===== src/rtl/ocp_pkg.sv =====
package ocp_pkg;
  localparam int unsigned OCP_SIDES       = 2;
  localparam int unsigned OCP_DG_DEFAULT  = 3;
  localparam int unsigned OCP_CLN_DEFAULT = 4;
  typedef logic [OCP_SIDES-1:0] trip_vec_t;
endpackage


===== src/rtl/ocp_trip_filter.sv =====
module ocp_trip_filter #(
  parameter int unsigned DEGLITCH_CYC = 3
) (
  input  logic clk_i,
  input  logic rst_ni,
  input  logic trip_i,
  output logic oc_o
);
  localparam int unsigned CW = $clog2(DEGLITCH_CYC + 1);

  logic          s1_q, s2_q;
  logic [CW-1:0] cnt_q;

  always_ff @(posedge clk_i or negedge rst_ni) begin
    if (!rst_ni) begin
      s1_q  <= 1'b0;
      s2_q  <= 1'b0;
      cnt_q <= '0;
    end else begin
      s1_q <= trip_i;
      s2_q <= s1_q;
      if (!s2_q)                          cnt_q <= '0;
      else if (cnt_q != CW'(DEGLITCH_CYC)) cnt_q <= cnt_q + 1'b1;
    end
  end

  assign oc_o = (cnt_q == CW'(DEGLITCH_CYC));
endmodule


===== src/rtl/ocp_clean_counter.sv =====
module ocp_clean_counter #(
  parameter int unsigned CLEAN_CYC = 4
) (
  input  logic                           clk_i,
  input  logic                           rst_ni,
  input  logic                           clr_i,
  input  logic                           inc_i,
  output logic [$clog2(CLEAN_CYC+1)-1:0] cnt_o,
  output logic                           done_o
);
  localparam int unsigned CW = $clog2(CLEAN_CYC + 1);

  logic [CW-1:0] cnt_q;

  always_ff @(posedge clk_i or negedge rst_ni) begin
    if (!rst_ni)                           cnt_q <= '0;
    else if (clr_i || done_o)              cnt_q <= '0;
    else if (inc_i)                        cnt_q <= cnt_q + 1'b1;
  end

  assign done_o = inc_i && !clr_i && (cnt_q == CW'(CLEAN_CYC - 1));
  assign cnt_o  = cnt_q;
endmodule


===== src/rtl/ocp_fault_monitor.sv =====
module ocp_fault_monitor
  import ocp_pkg::*;
#(
  parameter int unsigned DEGLITCH_CYC = OCP_DG_DEFAULT,
  parameter int unsigned CLEAN_CYC    = OCP_CLN_DEFAULT
) (
  input  logic clk_i,
  input  logic rst_ni,
  input  logic hold_ni,
  input  logic en_i,
  input  logic trip_p_i,
  input  logic trip_n_i,
  input  logic cyc_stb_i,
  output logic pull_lo_o,
  output logic fault_n_o
);
  localparam int unsigned CW = $clog2(CLEAN_CYC + 1);

  trip_vec_t     trip_vec, oc_vec;
  logic          oc_any, clr, fault_q, clean_done;
  logic [CW-1:0] clean_cnt;

  assign trip_vec = {trip_n_i, trip_p_i};

  for (genvar g = 0; g < OCP_SIDES; g++) begin : g_side
    ocp_trip_filter #(.DEGLITCH_CYC(DEGLITCH_CYC)) u_filt (
      .clk_i (clk_i),
      .rst_ni(rst_ni),
      .trip_i(trip_vec[g]),
      .oc_o  (oc_vec[g])
    );
  end

  assign oc_any = |oc_vec;
  assign clr    = !hold_ni || !en_i;

  // counts only strobes seen while latched and clean
  ocp_clean_counter #(.CLEAN_CYC(CLEAN_CYC)) u_clean (
    .clk_i (clk_i),
    .rst_ni(rst_ni),
    .clr_i (clr || oc_any || !fault_q),
    .inc_i (cyc_stb_i),
    .cnt_o (clean_cnt),
    .done_o(clean_done)
  );

  always_ff @(posedge clk_i or negedge rst_ni) begin
    if (!rst_ni)         fault_q <= 1'b0;
    else if (clr)        fault_q <= 1'b0;
    else if (oc_any)     fault_q <= 1'b1;
    else if (clean_done) fault_q <= 1'b0;
  end

  // clear inputs act without waiting for an edge
  assign pull_lo_o = fault_q && !clr;
  assign fault_n_o = !pull_lo_o;
endmodule


===== config.mk =====
export PLATFORM = sky130hd
export DESIGN_NAME = ocp_fault_monitor
export DESIGN_NICKNAME = d
export VERILOG_FILES = /design/src/rtl/ocp_pkg.sv /design/src/rtl/ocp_trip_filter.sv /design/src/rtl/ocp_clean_counter.sv /design/src/rtl/ocp_fault_monitor.sv
export SDC_FILE = /design/constraint.sdc
export NUM_CORES = 1
export LEC_CHECK = 0
export ABC_AREA = 1
export CORE_AREA = 2 2 39 41
export CTS_CLUSTER_DIAMETER = 40
export DETAILED_ROUTE_END_ITERATION = 6
export DIE_AREA = 0 0 41 43
export DONT_BUFFER_PORTS = 1
export GPL_TIMING_DRIVEN = 0
export PLACE_DENSITY_LB_ADDON = 0.3
export RECOVER_POWER = 100
export SYNTH_ARGS = -nofsm -noshare
export SYNTH_HDL_FRONTEND = slang
export SYNTH_SLANG_ARGS = --single-unit

===== constraint.sdc =====
create_clock -name clk_i -period 1.5 [get_ports clk_i]
set_input_delay 0.075 -clock clk_i [delete_from_list [all_inputs] [get_ports clk_i]]
set_output_delay 0.075 -clock clk_i [all_outputs]
set_load 0.005 [all_outputs]

Word level (Yosys, flattened, before mapping). Index checks and enable logic that the tools add are counted. Widths: inputs -> output; s select.

Flip-flop bits (word level): 12. Bits in latches: 0. Memory bits (writable): 0. Bits in read-only memories: 0. Bits of input ports: 7. Output and inout bits: 2. Logic and storage cells: 43. Memories: 0.

Add/sub/neg operators: 3. Multiply operators: 0. Div/mod/pow operators: 0. Magnitude comparators: 0. Equal/unequal tests: 7. Shift-type cells: 0. Muxes and demuxes: 9. Bitwise logic cells: 0. Reductions and logical operators: 16.

Operators by type and width (count): $mux 2 (4); $ne 2x2->1 const B (4); $logic_not 1->1 (6); $mux 3 (2); $add 2x1->2 const B (2); $eq 2x2->1 const B (2); $logic_or 1x1->1 (4); $add 3x1->3 const B (1); $eq 3x2->1 const B (1); $logic_and 1x1->1 (3); $mux 1 (3); $reduce_bool 3->1 (1); $reduce_bool 2->1 (1); $reduce_or 2->1 (1).

Logic depth before layout (Yosys ltp).
Depth after elaboration: 10. Depth in mapped cells: 5. Gate-level depth less buffers: 5.

By module. A second synthesis with hierarchy kept.

Cells, all modules: 57. Area, all modules: 530.5 um^2.

Modules (own cells, without submodules): ocp_trip_filter (times used 2, cells each 13, area each 147.6 um^2, sequential area each 100.1 um^2); ocp_clean_counter (times used 1, cells each 22, area each 170.2 um^2, sequential area each 75.1 um^2); ocp_fault_monitor (times used 1, cells each 9, area each 65.1 um^2, sequential area each 25.0 um^2).

Least setup slack after synthesis. Ideal clock, no wire load.

Path type: flip-flop to flip-flop. Start point: register u_clean.cnt_q[0], in the netlist u_clean.cnt_o[0]. End point: register u_clean.cnt_q[2], in the netlist u_clean.cnt_o[2]. Setup time: 72 ps. Arrival: 1061 ps. Data required time: 1428 ps. Path slack: 367 ps. Cell stages (with the launch flop): 6. Path buffers: 0. Period minus slack after synthesis: 1133 ps. Path through: dfrtp_1 > ha_1 > ha_1 > o21ai_1 > inv_1 > nor2_1.

Longest elaborated chain between the ends: 4. Elaborated cells between the ends (all ways): 7. Classes of those cells: add/sub: 1; eq/ne: 1; mux: 2; reduce/logical: 3.

Ends and longest elaborated chain: start, declared (line ocp_clean_counter.sv:13) `logic [CW-1:0] cnt_q;`; start signal, assigned (line ocp_clean_counter.sv:18) `else if (inc_i) cnt_q <= cnt_q + 1'b1;`; parallel branches: the longest is 4 deep, another holds $add 3x1->3.

Several ways; the timed one is not identified. The select of a mux whose other input is x is not followed. A chain may end at the register's enable or synchronous reset.

Worst setup path in the final report. Ends and elaborated chain as after synthesis.

==> results.toml <==
[power_and_ir_drop]
p_switching_mw = 0.155
p_total_mw = 0.683
internal-power_mw = 0.528
p_comb_share_pct = 9.7
pwr_density_cell_nw_per_um2 = 1160
clock_power_share_pct = 36.6
swShare_pct = 22.6
power.leakage_nw = 0.286
ir_drop_uv = 480
seq_power_share_pct = 53.7

[synth]
synth.avg_cell_area_um2 = 10.3
yosysTopAreaCell = "dfrtp_1"
synth_warnings = 0
synthCells = 49
yosysSeqAreaShare_pct = 59.4
ys_ff_latch = 12
syn_area_um2 = 505
syn_nets = 60
yosys-top-cells-area = "dfrtp_1 (59%), ha_1 (9.9%), nor2_1 (5.9%), inv_1 (5.2%), o21ai_0 (4.0%)"
synth_cell_types = 13
synth_top_area_share_pct = 59.4

[timing]
period_needed_ps = 1190
finalSetupViolations = 0
timing.fmax_ghz = 0.838
period_share_pct = 79.5
worst_pin_slew_ps = 506
whs_ps = 11.3
timing.final.hold_violations = 0
finalMaxSlewViolations = 0
relSlewSlack_pct = 66.2
skew_ps = 2.00
rsz0062_at_grt = "no"
tns_ps = 0
setup_ws_ps = 307

[critical_path]
cp.arrival_ps = 1400
reg2reg_to = "u_clean.cnt_o[2]"
critPathLaunchType = "flip-flop"
reg2regPathDepth = 5
endpoint_kind = "flip-flop"
reg2reg_from = "u_clean.cnt_o[0]"
startpoint = "u_clean.cnt_o[0]"
r2r_slack_ps = 310
path_class = "flip-flop to flip-flop"
worstPathMaxFanout = 2
crit_required_ps = 1700
critPathCapture = "u_clean.cnt_o[2]"

[cts]
htreeDepth = 1
ctsResizeCount = 0
cts.sinks = 12
cts_root_buffer = "clkbuf_4"
cts_tree = "done"
cts.path.max_buffers = 2
cts_made_buffers = 3
clk_pin_slew_ps = 70
clk_latency_ps = 270

[layout]
n_antenna_cell = 0
final_util_pct = 42.6
nFillCells = 126
drive_above_1_share_pct = 8.77
syn_to_final_growth_pct = 16.6
final_nets = 69

[global_route]
antenna_found_initial = 0
first_global_vias = 307
grt_pass1_wl_um = 1140
grt_use_met2_pct = 14.4
grt_overflow = 0
met1_usage_pct = 11.6
grt_util_all_layers_pct = 10.6
grt_max_degree = 13
grt.busiest_layer = "met2"
use_met3_pct = 3.14

[worst_hold_path]
hp-class = "primary input to flip-flop"

[place]
portBuffers = 0
place_ws_ps = 318
post-dp-hpwl_um = 506
place_congestion = 0.676

[floorplanning]
initial_core_util_pct = 36.5
die_y_um = 43
rows = 14
num_io_pins = 9
die-area_um2 = 1760
die_x_um = 41
core_area_um2 = 1380

[routing]
via_per_inst = 4.37
drc = 0
num_vias = 319
drt_wl_total_um = 654
routedWlPerCell_um = 8.96
drtIter0Drc = 1
firstDrtPassIters = 2
postRouteAntennaNets = 0

[status]
status = "completed"

[run]
cap_violations = 0
worst max-delay path, cell delays in order (launching register included):
cell and delay, ps:
dfrtp_1 390, ha_1 210, ha_1 260, o21ai_1 120
inv_1 50, nor2_1 90
power groups by stage:
stage / Sequential (mW) / Combinational (mW) / Clock [mW]
after floorplan: 0.369 / 0.0457 / 0
after global placement: 0.372 / 0.0526 / 0
after detailed placement: 0.373 / 0.0562 / 0
after CTS: 0.366 / 0.0718 / 0.262
after global routing: 0.371 / 0.0844 / 0.280
final: 0.367 / 0.0664 / 0.250
through the flow:
step / std cells / cell area [um^2]
floorplan: 49 / 505
global placement: 65 / 526
detailed placement: 65 / 526
CTS: 73 / 602
global route: 73 / 589
finish: 73 / 589
cell usage in the layout, fill, tap and decap left out, types with 3 or more instances in the layout:
master         Yosys  routed
o21ai_0            4       4
inv_1              7       7
a21oi_1            3       3
ha_1               4       4
clkbuf_4           0       3
dlygate4sd3_1      0       4
dfrtp_1           12      12
nor2_1             8       9
nand2_1            5       5
logic make-up (layout without fill, tap and decap cells):
logic type	after synthesis	count (layout)	synth area share [%]
xor+xnor	1	1	1.73
buf+inv	8	16	5.94
fa+ha+maj	4	4	9.90
compound gates	8	8	7.92
flops	12	12	59.4
simple gates	16	16	15.1
layout make-up:
type	count	area, um^2	share of cell area [%]
sequential	12	300	51.0
multi-input combinational	29	163	27.6
timing repair buffer	4	40.0	6.79
clock buffer	4	36.3	6.16
inverter	8	30.0	5.10
tap	16	20.0	3.40
per-layer routing:
| metal | share of wire (%) | routed length [um] |
|---|---|---|
| met1 | 50 | 324 |
| met2 | 40 | 261 |
| met3 | 5.0 | 33 |
| met4 | 5.2 | 34 |
| met5 | 0 | 0 |
registers in the layout, summed over array words and instances (netlist names):
name	flops
fault_q	1
g_side.u_filt.s2_q	2
u_clean.cnt_o	3
g_side.u_filt.cnt_q	4
g_side.u_filt.s1_q	2
what timing repair did:
item	CTS	global route
hold buffers	4	0
hold endpoints to repair	15	0
setup buffers	0	0
worst min-delay path by stage:
stage | startpoint | end | slack, ps | cells after the start
after floorplan | rst_ni | fault_q | -220 | 0
after CTS | cyc_stb_i | u_clean.cnt_o[2] | 4 | 4
after detailed placement | rst_ni | g_side[0].u_filt.cnt_q[0] | -220 | 0
after global routing | cyc_stb_i | u_clean.cnt_o[2] | 20 | 4
after global placement | rst_ni | g_side[0].u_filt.s1_q | -220 | 0
final | cyc_stb_i | u_clean.cnt_o[2] | 10 | 4
synthesized netlist by cell type (all sizes together):
master	n
nor2	9
dfrtp	12
a21oi	3
nand2	5
o21ai	5
xnor2	1
nand3	1
or2	1
ha	4
inv	8
No activity file was read; power rests on OpenSTA's default activity.
